--- config.mk ---
export PLATFORM = sky130hd
export DESIGN_NAME = scope_capture
export DESIGN_NICKNAME = d
export VERILOG_FILES = /design/src/rtl/scap_pkg.sv /design/src/rtl/scap_edge_det.sv /design/src/rtl/scap_ring.sv /design/src/rtl/scap_seq.sv /design/src/rtl/scope_capture.sv
export SDC_FILE = /design/constraint.sdc
export NUM_CORES = 1
export LEC_CHECK = 0
export BUFFER_PORTS_ARGS = -buffer_cell sky130_fd_sc_hd__buf_4
export CAP_MARGIN = 20
export CORE_MARGIN = 3
export CORE_UTILIZATION = 65
export CTS_CLUSTER_DIAMETER = 150
export DETAILED_ROUTE_END_ITERATION = 8
export PLACE_DENSITY = 0.86
export SLEW_MARGIN = 20
export SYNTH_ARGS = -nofsm -noshare
export SYNTH_HDL_FRONTEND = slang
export SYNTH_HIERARCHICAL = 1
export SYNTH_SLANG_ARGS = --single-unit
--- constraint.sdc ---
create_clock -name clk -period 13.2 [get_ports clk]
set_input_delay 3.96 -clock clk [delete_from_list [all_inputs] [get_ports clk]]
set_output_delay 3.96 -clock clk [all_outputs]
set_load 0.005 [all_outputs]
--- src/rtl/scap_pkg.sv ---
// Shared types for the capture controller.
// Assumes: nothing beyond the IEEE 1800-2017 language.
package scap_pkg;

    // Controller phases, in the order a capture moves through them.
    typedef enum logic [2:0] {
        ST_IDLE,
        ST_ARMING,
        ST_WAIT,
        ST_POST,
        ST_READ
    } cap_state_t;

    // Edge mode codes; any other code means either edge.
    localparam logic [1:0] MODE_RISE = 2'b00;
    localparam logic [1:0] MODE_FALL = 2'b01;

endpackage

--- src/rtl/scap_edge_det.sv ---
// Edge detector on the live sample stream, with hysteresis.
// Keeps the previous stored sample since the last restart and flags, combinationally,
// whether the current sample completes a rising and/or falling edge.
// Assumes: restart and smp_store are never high together.
module scap_edge_det
    import scap_pkg::*;
#(
    parameter int SW = 8
) (
    input  logic          clk,
    input  logic          rst_n,
    input  logic          restart,
    input  logic          smp_store,
    input  logic [SW-1:0] smp_data,
    input  logic [SW-1:0] level,
    input  logic [SW-1:0] hyst,
    input  logic [1:0]    mode,
    output logic          hit
);

    logic [SW-1:0] prev_q;
    logic          prev_ok_q;
    logic [SW:0]   low_sum;
    logic [SW:0]   high_sum;
    logic          rise;
    logic          fall;

    // Hold the last stored sample; forget it when a new capture starts.
    always_ff @(posedge clk) begin
        if (!rst_n) begin
            prev_q    <= '0;
            prev_ok_q <= 1'b0;
        end else if (restart) begin
            prev_ok_q <= 1'b0;
        end else if (smp_store) begin
            prev_q    <= smp_data;
            prev_ok_q <= 1'b1;
        end
    end

    // Edge conditions with overflow-free sums.
    always_comb begin
        low_sum  = {1'b0, prev_q} + {1'b0, hyst};
        high_sum = {1'b0, level} + {1'b0, hyst};
        rise     = prev_ok_q && (low_sum < {1'b0, level}) && (smp_data >= level);
        fall     = prev_ok_q && ({1'b0, prev_q} > high_sum) && (smp_data <= level);
        case (mode)
            MODE_RISE: hit = rise;
            MODE_FALL: hit = fall;
            default:   hit = rise || fall;
        endcase
    end

    // a rising hit needs the previous sample below and the current at/above the level.
    a_r4_rise_crosses: assert property (@(posedge clk) disable iff (!rst_n)
        (hit && mode == MODE_RISE) |-> (prev_q < level && smp_data >= level));

    // no edge can fire on the first sample after a restart.
    a_r4_first_quiet: assert property (@(posedge clk) disable iff (!rst_n)
        restart |=> !hit);

endmodule

--- src/rtl/scap_ring.sv ---
// Circular sample store with one write port and one asynchronous read port.
// The write position is free-running across captures and wraps at DEPTH.
// Assumes: rd_addr < DEPTH.
module scap_ring #(
    parameter int SW    = 8,
    parameter int DEPTH = 64,
    localparam int AW   = $clog2(DEPTH)
) (
    input  logic          clk,
    input  logic          rst_n,
    input  logic          we,
    input  logic [SW-1:0] wdata,
    input  logic [AW-1:0] rd_addr,
    output logic [SW-1:0] rdata,
    output logic [AW-1:0] wptr
);

    logic [SW-1:0] mem [DEPTH];
    logic [AW-1:0] wptr_nxt;

    // Next write position; power-of-two depths wrap for free.
    generate
        if (DEPTH == (1 << AW)) begin : g_pow2
            assign wptr_nxt = wptr + 1'b1;
        end else begin : g_mod
            assign wptr_nxt = (wptr == AW'(DEPTH - 1)) ? '0 : wptr + 1'b1;
        end
    endgenerate

    // Sample storage; contents need no reset.
    always_ff @(posedge clk) begin
        if (we) begin
            mem[wptr] <= wdata;
        end
    end

    // Write position advances once per stored sample.
    always_ff @(posedge clk) begin
        if (!rst_n) begin
            wptr <= '0;
        end else if (we) begin
            wptr <= wptr_nxt;
        end
    end

    assign rdata = mem[rd_addr];

    // every store moves the write position exactly one place, modulo DEPTH.
    a_r3_wptr_step: assert property (@(posedge clk) disable iff (!rst_n)
        we |=> wptr == (($past(wptr) == AW'(DEPTH - 1)) ? '0 : $past(wptr) + 1'b1));

    // without a store the position holds.
    a_r3_wptr_hold: assert property (@(posedge clk) disable iff (!rst_n)
        !we |=> $stable(wptr));

endmodule

--- src/rtl/scap_seq.sv ---
// Capture sequencer: arm, fill the history window, wait for the trigger,
// record the post-trigger samples, then replay the record as one stream packet.
// Assumes: cfg_post >= 1 and cfg_pre + cfg_post <= DEPTH at each arm or re-arm.
module scap_seq
    import scap_pkg::*;
#(
    parameter int DEPTH = 64,
    localparam int AW   = $clog2(DEPTH),
    localparam int LW   = $clog2(DEPTH + 1)
) (
    input  logic          clk,
    input  logic          rst_n,
    input  logic          smp_valid,
    input  logic          hit,
    input  logic          ctl_arm,
    input  logic          ctl_force,
    input  logic [LW-1:0] cfg_pre,
    input  logic [LW-1:0] cfg_post,
    input  logic          cfg_continuous,
    input  logic [AW-1:0] wptr,
    input  logic          m_tready,
    output logic          store,
    output logic          restart,
    output logic [AW-1:0] rd_addr,
    output logic          m_tvalid,
    output logic          m_tlast,
    output logic          busy,
    output logic [AW-1:0] trig_idx
);

    cap_state_t    state;
    logic [LW-1:0] pre_q;
    logic [LW-1:0] post_q;
    logic [LW-1:0] fill_q;
    logic [LW-1:0] post_rem;
    logic [LW-1:0] out_left;
    logic [AW-1:0] rd_ptr;
    logic          capturing;
    logic          fire;
    logic          beat;
    logic          last_beat;

    // Position b places behind a, modulo DEPTH (b <= DEPTH).
    function automatic logic [AW-1:0] back_mod(input logic [AW-1:0] a, input logic [LW-1:0] b);
        logic [AW+1:0] t;
        t = (AW+2)'(a) + (AW+2)'(DEPTH) - (AW+2)'(b);
        if (t >= (AW+2)'(DEPTH)) begin
            t = t - (AW+2)'(DEPTH);
        end
        return t[AW-1:0];
    endfunction

    // Position one place ahead, modulo DEPTH.
    function automatic logic [AW-1:0] fwd_mod(input logic [AW-1:0] a);
        return (a == AW'(DEPTH - 1)) ? '0 : a + 1'b1;
    endfunction

    // Per-cycle strobes derived from the phase and the handshakes.
    always_comb begin
        capturing = (state == ST_ARMING) || (state == ST_WAIT) || (state == ST_POST);
        store     = capturing && smp_valid;
        fire      = (state == ST_WAIT) && smp_valid && (hit || ctl_force);
        beat      = (state == ST_READ) && m_tready;
        last_beat = beat && (out_left == LW'(1));
        restart   = ((state == ST_IDLE) && ctl_arm) || (last_beat && cfg_continuous);
    end

    // Phase register and the counters that drive it.
    always_ff @(posedge clk) begin
        if (!rst_n) begin
            state    <= ST_IDLE;
            pre_q    <= '0;
            post_q   <= '0;
            fill_q   <= '0;
            post_rem <= '0;
            out_left <= '0;
            rd_ptr   <= '0;
            trig_idx <= '0;
        end else if (restart) begin
            pre_q  <= cfg_pre;
            post_q <= cfg_post;
            fill_q <= '0;
            state  <= (cfg_pre == '0) ? ST_WAIT : ST_ARMING;
        end else begin
            case (state)
                ST_ARMING: begin
                    if (smp_valid) begin
                        fill_q <= fill_q + LW'(1);
                        if (fill_q + LW'(1) == pre_q) begin
                            state <= ST_WAIT;
                        end
                    end
                end
                ST_WAIT: begin
                    if (fire) begin
                        trig_idx <= wptr;
                        rd_ptr   <= back_mod(wptr, pre_q);
                        post_rem <= post_q - LW'(1);
                        out_left <= pre_q + post_q;
                        state    <= (post_q == LW'(1)) ? ST_READ : ST_POST;
                    end
                end
                ST_POST: begin
                    if (smp_valid) begin
                        post_rem <= post_rem - LW'(1);
                        if (post_rem == LW'(1)) begin
                            state <= ST_READ;
                        end
                    end
                end
                ST_READ: begin
                    if (beat) begin
                        rd_ptr   <= fwd_mod(rd_ptr);
                        out_left <= out_left - LW'(1);
                        if (last_beat) begin
                            state <= ST_IDLE;
                        end
                    end
                end
                default: state <= ST_IDLE;
            endcase
        end
    end

    assign rd_addr  = rd_ptr;
    assign m_tvalid = (state == ST_READ);
    assign m_tlast  = m_tvalid && (out_left == LW'(1));
    assign busy     = (state != ST_IDLE);

    // a trigger is only taken once the history count has reached the pre length.
    a_r7_window_full: assert property (@(posedge clk) disable iff (!rst_n)
        fire |-> fill_q == pre_q);

    // the post length must not be zero when a capture starts.
    a_r9_post_nonzero: assert property (@(posedge clk) disable iff (!rst_n)
        restart |-> cfg_post != '0);

    // under back-pressure the beat and its address are held.
    a_r10_hold: assert property (@(posedge clk) disable iff (!rst_n)
        (m_tvalid && !m_tready) |=> (m_tvalid && $stable(rd_addr)));

    // last only marks a valid beat.
    a_r10_last_valid: assert property (@(posedge clk) disable iff (!rst_n)
        m_tlast |-> m_tvalid);

    // when not busy, nothing is stored and nothing is offered.
    a_r2_idle_quiet: assert property (@(posedge clk) disable iff (!rst_n)
        !busy |-> (!m_tvalid && !store));

    // the trigger index holds throughout readout.
    a_r11_idx_steady: assert property (@(posedge clk) disable iff (!rst_n)
        (state == ST_READ && $past(state) == ST_READ) |-> $stable(trig_idx));

endmodule

--- src/rtl/scope_capture.sv ---
// Top of the pre/post trigger capture controller: ties the edge detector,
// the circular store and the sequencer together.
// Assumes: configuration inputs are stable while busy, except cfg_continuous,
// which is read when the last beat is accepted.
module scope_capture #(
    parameter int SW    = 8,
    parameter int DEPTH = 64,
    localparam int AW   = $clog2(DEPTH),
    localparam int LW   = $clog2(DEPTH + 1)
) (
    input  logic          clk,
    input  logic          rst_n,
    input  logic [SW-1:0] smp_data,
    input  logic          smp_valid,
    input  logic [SW-1:0] cfg_level,
    input  logic [SW-1:0] cfg_hyst,
    input  logic [1:0]    cfg_mode,
    input  logic [LW-1:0] cfg_pre,
    input  logic [LW-1:0] cfg_post,
    input  logic          cfg_continuous,
    input  logic          ctl_arm,
    input  logic          ctl_force,
    output logic [SW-1:0] m_tdata,
    output logic          m_tvalid,
    input  logic          m_tready,
    output logic          m_tlast,
    output logic          sts_busy,
    output logic [AW-1:0] sts_trig_idx
);

    logic          store;
    logic          restart;
    logic          hit;
    logic [AW-1:0] wptr;
    logic [AW-1:0] rd_addr;

    scap_edge_det #(.SW(SW)) u_edge (
        .clk       (clk),
        .rst_n     (rst_n),
        .restart   (restart),
        .smp_store (store),
        .smp_data  (smp_data),
        .level     (cfg_level),
        .hyst      (cfg_hyst),
        .mode      (cfg_mode),
        .hit       (hit)
    );

    scap_ring #(.SW(SW), .DEPTH(DEPTH)) u_ring (
        .clk     (clk),
        .rst_n   (rst_n),
        .we      (store),
        .wdata   (smp_data),
        .rd_addr (rd_addr),
        .rdata   (m_tdata),
        .wptr    (wptr)
    );

    scap_seq #(.DEPTH(DEPTH)) u_seq (
        .clk            (clk),
        .rst_n          (rst_n),
        .smp_valid      (smp_valid),
        .hit            (hit),
        .ctl_arm        (ctl_arm),
        .ctl_force      (ctl_force),
        .cfg_pre        (cfg_pre),
        .cfg_post       (cfg_post),
        .cfg_continuous (cfg_continuous),
        .wptr           (wptr),
        .m_tready       (m_tready),
        .store          (store),
        .restart        (restart),
        .rd_addr        (rd_addr),
        .m_tvalid       (m_tvalid),
        .m_tlast        (m_tlast),
        .busy           (sts_busy),
        .trig_idx       (sts_trig_idx)
    );

endmodule

==> results list <==
- In this run the worst path has a maximum fanout of 14.
- Netlist area before placement: around 25,000 um^2
* Count of nets left with antenna violations after detail routing: 0
* Routability-driven placement congestion ratio: 0.8615
- DR pass1 iterations: 5
- Area share of fa/ha/maj cells after synthesis: 0.03274
- The compound-cell area share of the yosys netlist is 0.05727.
- Data arrives at the worst endpoint at roughly 8.5 ns.
- Crit path required time: ~14 ns
* Fraction of synthesized cell area in xor and xnor cells: 0.01297
- Critical-path cell list: buf_4 > ha_1 > a21o_1 > a21oi_1 > o21ai_1 > o41ai_2 > xor2_1 > ha_1 > o22ai_1 > a2111oi_0 > o2111ai_1 > a31oi_1 > a2bb2oi_1 > nor2_1 > or3_1 > o21ai_2 > o21ai_0 > a22oi_1 > nor2_1
* Area Growth Syn to Fin: 10.84%
- The run finished with clean final reports.
- CORE AREA: 37,760 um^2
* Max-Cap Viols: 0
- Biggest area contributors in the synthesized netlist: sky130_fd_sc_hd__edfxtp_1 (62%), sky130_fd_sc_hd__mux4_2 (12%), sky130_fd_sc_hd__dfxtp_1 (5.2%)
* Yosys top cell by area: sky130_fd_sc_hd__edfxtp_1
* Final net count: ~1,700
* Root buffer cell: sky130_fd_sc_hd__clkbuf_16
* Highest-count cells in the layout ignoring fill and taps: sky130_fd_sc_hd__edfxtp_1 (512), sky130_fd_sc_hd__mux4_2 (132), sky130_fd_sc_hd__nor2_1 (122)
- The floorplan has 71 rows.
- Number of primary I/O pins: 64
- Total leakage power: 0.008905 uW
* Clock tree from TritonCTS: built
- In this run, the number of DRC markers left after iteration 0 of detailed routing was about 1,800.
* Diode count: 0
- Total Die Area: between 40,000 and 50,000 um^2
* Final period utilization: 0.6080
* Async set-reset flop share out of synthesis: 0
- Antenna violations before repair: 2
- For this block, the via count after detailed routing is about 15,000.
* PnR worst setup slack: about 5.2 ns
- STA classifies the critical path startpoint as a primary input.
- Yosys mapped a number of flops with a built-in enable equal to between 500 and 600.
- During synthesis, Yosys emitted a total of 6 warnings.
* Number of gates resized after cts: 0
- Htree depth: 2
- Across every metal layer, demand over resource in global routing totals 0.2971.
- The count of buffers added on input and output ports is 63.
* Highest cell delay on the worst timing path: approximately 0.57 ns
- Most used flip-flop cell after synthesis: sky130_fd_sc_hd__edfxtp_1
* Per-cell via count in the routed design: a little under 7
* Sink count of the clock tree: between 500 and 600
- Setup violations remaining at the end of the flow were counted as 0.
- The total overflow left after global routing is 0.
- Combinational family with the most area after synthesis: multiplexers
- Global-route wire length before repair: 90.67 mm
* Starting utilization of the core area: 0.6620
- Detailed placement finished with a half-perimeter wire length of 35.81 mm.
- Post-Synth Simple-Gate Area: 0.07269
* Post-CTS setup buffer count: 0
- Counting every net in the synthesized netlist gives about 1,700.
* Maximum clock insertion buffer count: 3
- STA classifies the critical path endpoint as a register.
- Worst relative slew slack: 0.2976
- Power spread over the standard cell area amounts to 155.2 nW/um^2.
* Most common library cell in the layout ignoring fill and taps: sky130_fd_sc_hd__edfxtp_1
* Highest-delay cell along the critical path: sky130_fd_sc_hd__a2111oi_0
- Sequential area share after synthesis: 0.6672
* Vert. Die Dim: approximately 200 um
- Final Slew Violations: 0
- Count of distinct cell types in the synthesized netlist: 75
* Final Power: ~4300 uW
- Achievable Freq: approximately 120 MHz
- Number of buffers created by CTS: 56
* Peak supply drop: approximately 0.11 mV
* Proportion of layout cells with a drive suffix above 1: 0.2018
- DRC violation count after routing: 0
* DRT Wirelength: approximately 60 mm
- Maximum number of pins on one net before global-route repair: 67
* Fraction of post-synthesis cell area in the top cell type by area: 0.6151
* Dpl ws: between 4 and 5 ns
- The number of hold-slack violations in the final timing report is 0.
* Mux contribution to synthesized area: 0.1356
* Number of cells produced by synthesis: ~1,500
- The via count of the first global-routing pass came to roughly 15,000.
- Min Clock Period, post-route: between 8 and 9 ns
- The die is around 200 um wide.
- Buffers inserted to repair hold after CTS numbered 0.
- The synthesized design contains 577 register bits.
- Setup repair after global routing missed its margin: false
* Register clock-pin slew on the reported worst setup and hold paths: ~0.07 ns
- For the pin with the worst max-slew slack, the measured transition is approximately 1.1 ns.
- Setup TNS: 0 ns
- Clock insertion delay at the later pin of the skew report: 0.60 ns
- By startpoint and endpoint, the worst setup path is classified as primary input to register.
- Post-synthesis average cell area: roughly 16 um^2
- Max Clock Skew: about 0.030 ns
* Post-route core utilization: 0.7338
- In the final routed layout, each cell accounts on average for about 27 um.
- The path class of the tightest hold or removal check is register to register.
## sequential cells by signal, summed over array words and instances, names as in the netlist
name              count
u_seq/out_left        7
u_seq/state           3
u_ring/wptr           6
u_seq/trig_idx        6
u_seq/rd_addr         6
u_seq/post_q          7
u_ring/mem          512
u_seq/post_rem        7
u_seq/fill_q          7
u_seq/pre_q           7
u_edge/prev_q         8
u_edge/prev_ok_q      1
## path summary, 6_finish.rpt
path	from	end	slack (ns)	depth (start not counted)
max reg2reg	u_edge/prev_q[0]	u_seq/out_left[3]	8.80	20
max	cfg_level[1]	u_seq/out_left[3]	5.17	19
min	u_seq/post_rem[1]	u_seq/post_rem[1]	0.49	2
min reg2reg	u_seq/post_rem[1]	u_seq/post_rem[1]	0.49	2
## kinds of logic after synthesis
kind of cell | after synthesis
flops | 577
simple gates | 371
compound gates | 222
mux | 173
buf+inv | 106
fa+ha+maj | 63
xor+xnor | 37
## worst max-delay path: cells and delay by family
| kind | cells | cell delay [ns] |
|---|---|---|
| AO/OA/AOI/OAI | 12 | 3.01 |
| XOR/XNOR | 1 | 0.12 |
| adder cells (fa/ha/maj) | 2 | 0.61 |
| buffers and inverters | 1 | 0.11 |
| AND/OR/NAND/NOR | 3 | 0.67 |
## cell type report
cell class	instances	area, um^2
Fill cell	2207	10050
Timing Repair Buffer	84	638.1
Clock buffer	71	1520
Tap cell	511	639.4
Sequential cell	577	16690
Multi-Input combinational cell	866	7810
Inverter	38	142.6
Clock inverter	34	266.5
## cell usage after synthesis, types with 14 or more instances
cell and count:
sky130_fd_sc_hd__o21ai_0 37, sky130_fd_sc_hd__nor3_1 18, sky130_fd_sc_hd__inv_1 38, sky130_fd_sc_hd__nand2b_1 14, sky130_fd_sc_hd__dfxtp_1 65, sky130_fd_sc_hd__a21oi_1 73
sky130_fd_sc_hd__nand2_1 97, sky130_fd_sc_hd__mux4_2 132, sky130_fd_sc_hd__buf_2 19, sky130_fd_sc_hd__xnor2_1 22, sky130_fd_sc_hd__edfxtp_1 512, sky130_fd_sc_hd__ha_1 59
sky130_fd_sc_hd__clkbuf_1 22, sky130_fd_sc_hd__nor2b_1 23, sky130_fd_sc_hd__nand3_1 20, sky130_fd_sc_hd__nor2_1 122, sky130_fd_sc_hd__mux2i_1 36, sky130_fd_sc_hd__xor2_1 15
## per-stage QoR
step | instances | hold slack [ns] | instance area, um^2
after floorplan | 1549 | 0.4410 | 24990
after global placement | 2075 | 0.4494 | 25880
after detailed placement | 2075 | 0.4735 | 25890
after CTS | 2180 | 0.4842 | 27680
after global routing | 2181 | 0.5171 | 27700
final | 2181 | 0.4856 | 27700
## power breakdown
group	internal, uW	leakage (uW)	switching (uW)
clock network	875	0.000864	669
logic	294	0.00291	382
registers	2020	0.00513	62.7
total	3190	0.00891	1110
## metal layers
layer	wire length [um]	up-vias	GRT usage
met5	0	-	0
met4	2131	0	0.09824
met3	6061	168	0.05814
met2	29620	933	0.4847
met1	22060	7525	0.4132
li1	-	6246	-
Note: power is estimated with default switching activity, not from simulation.
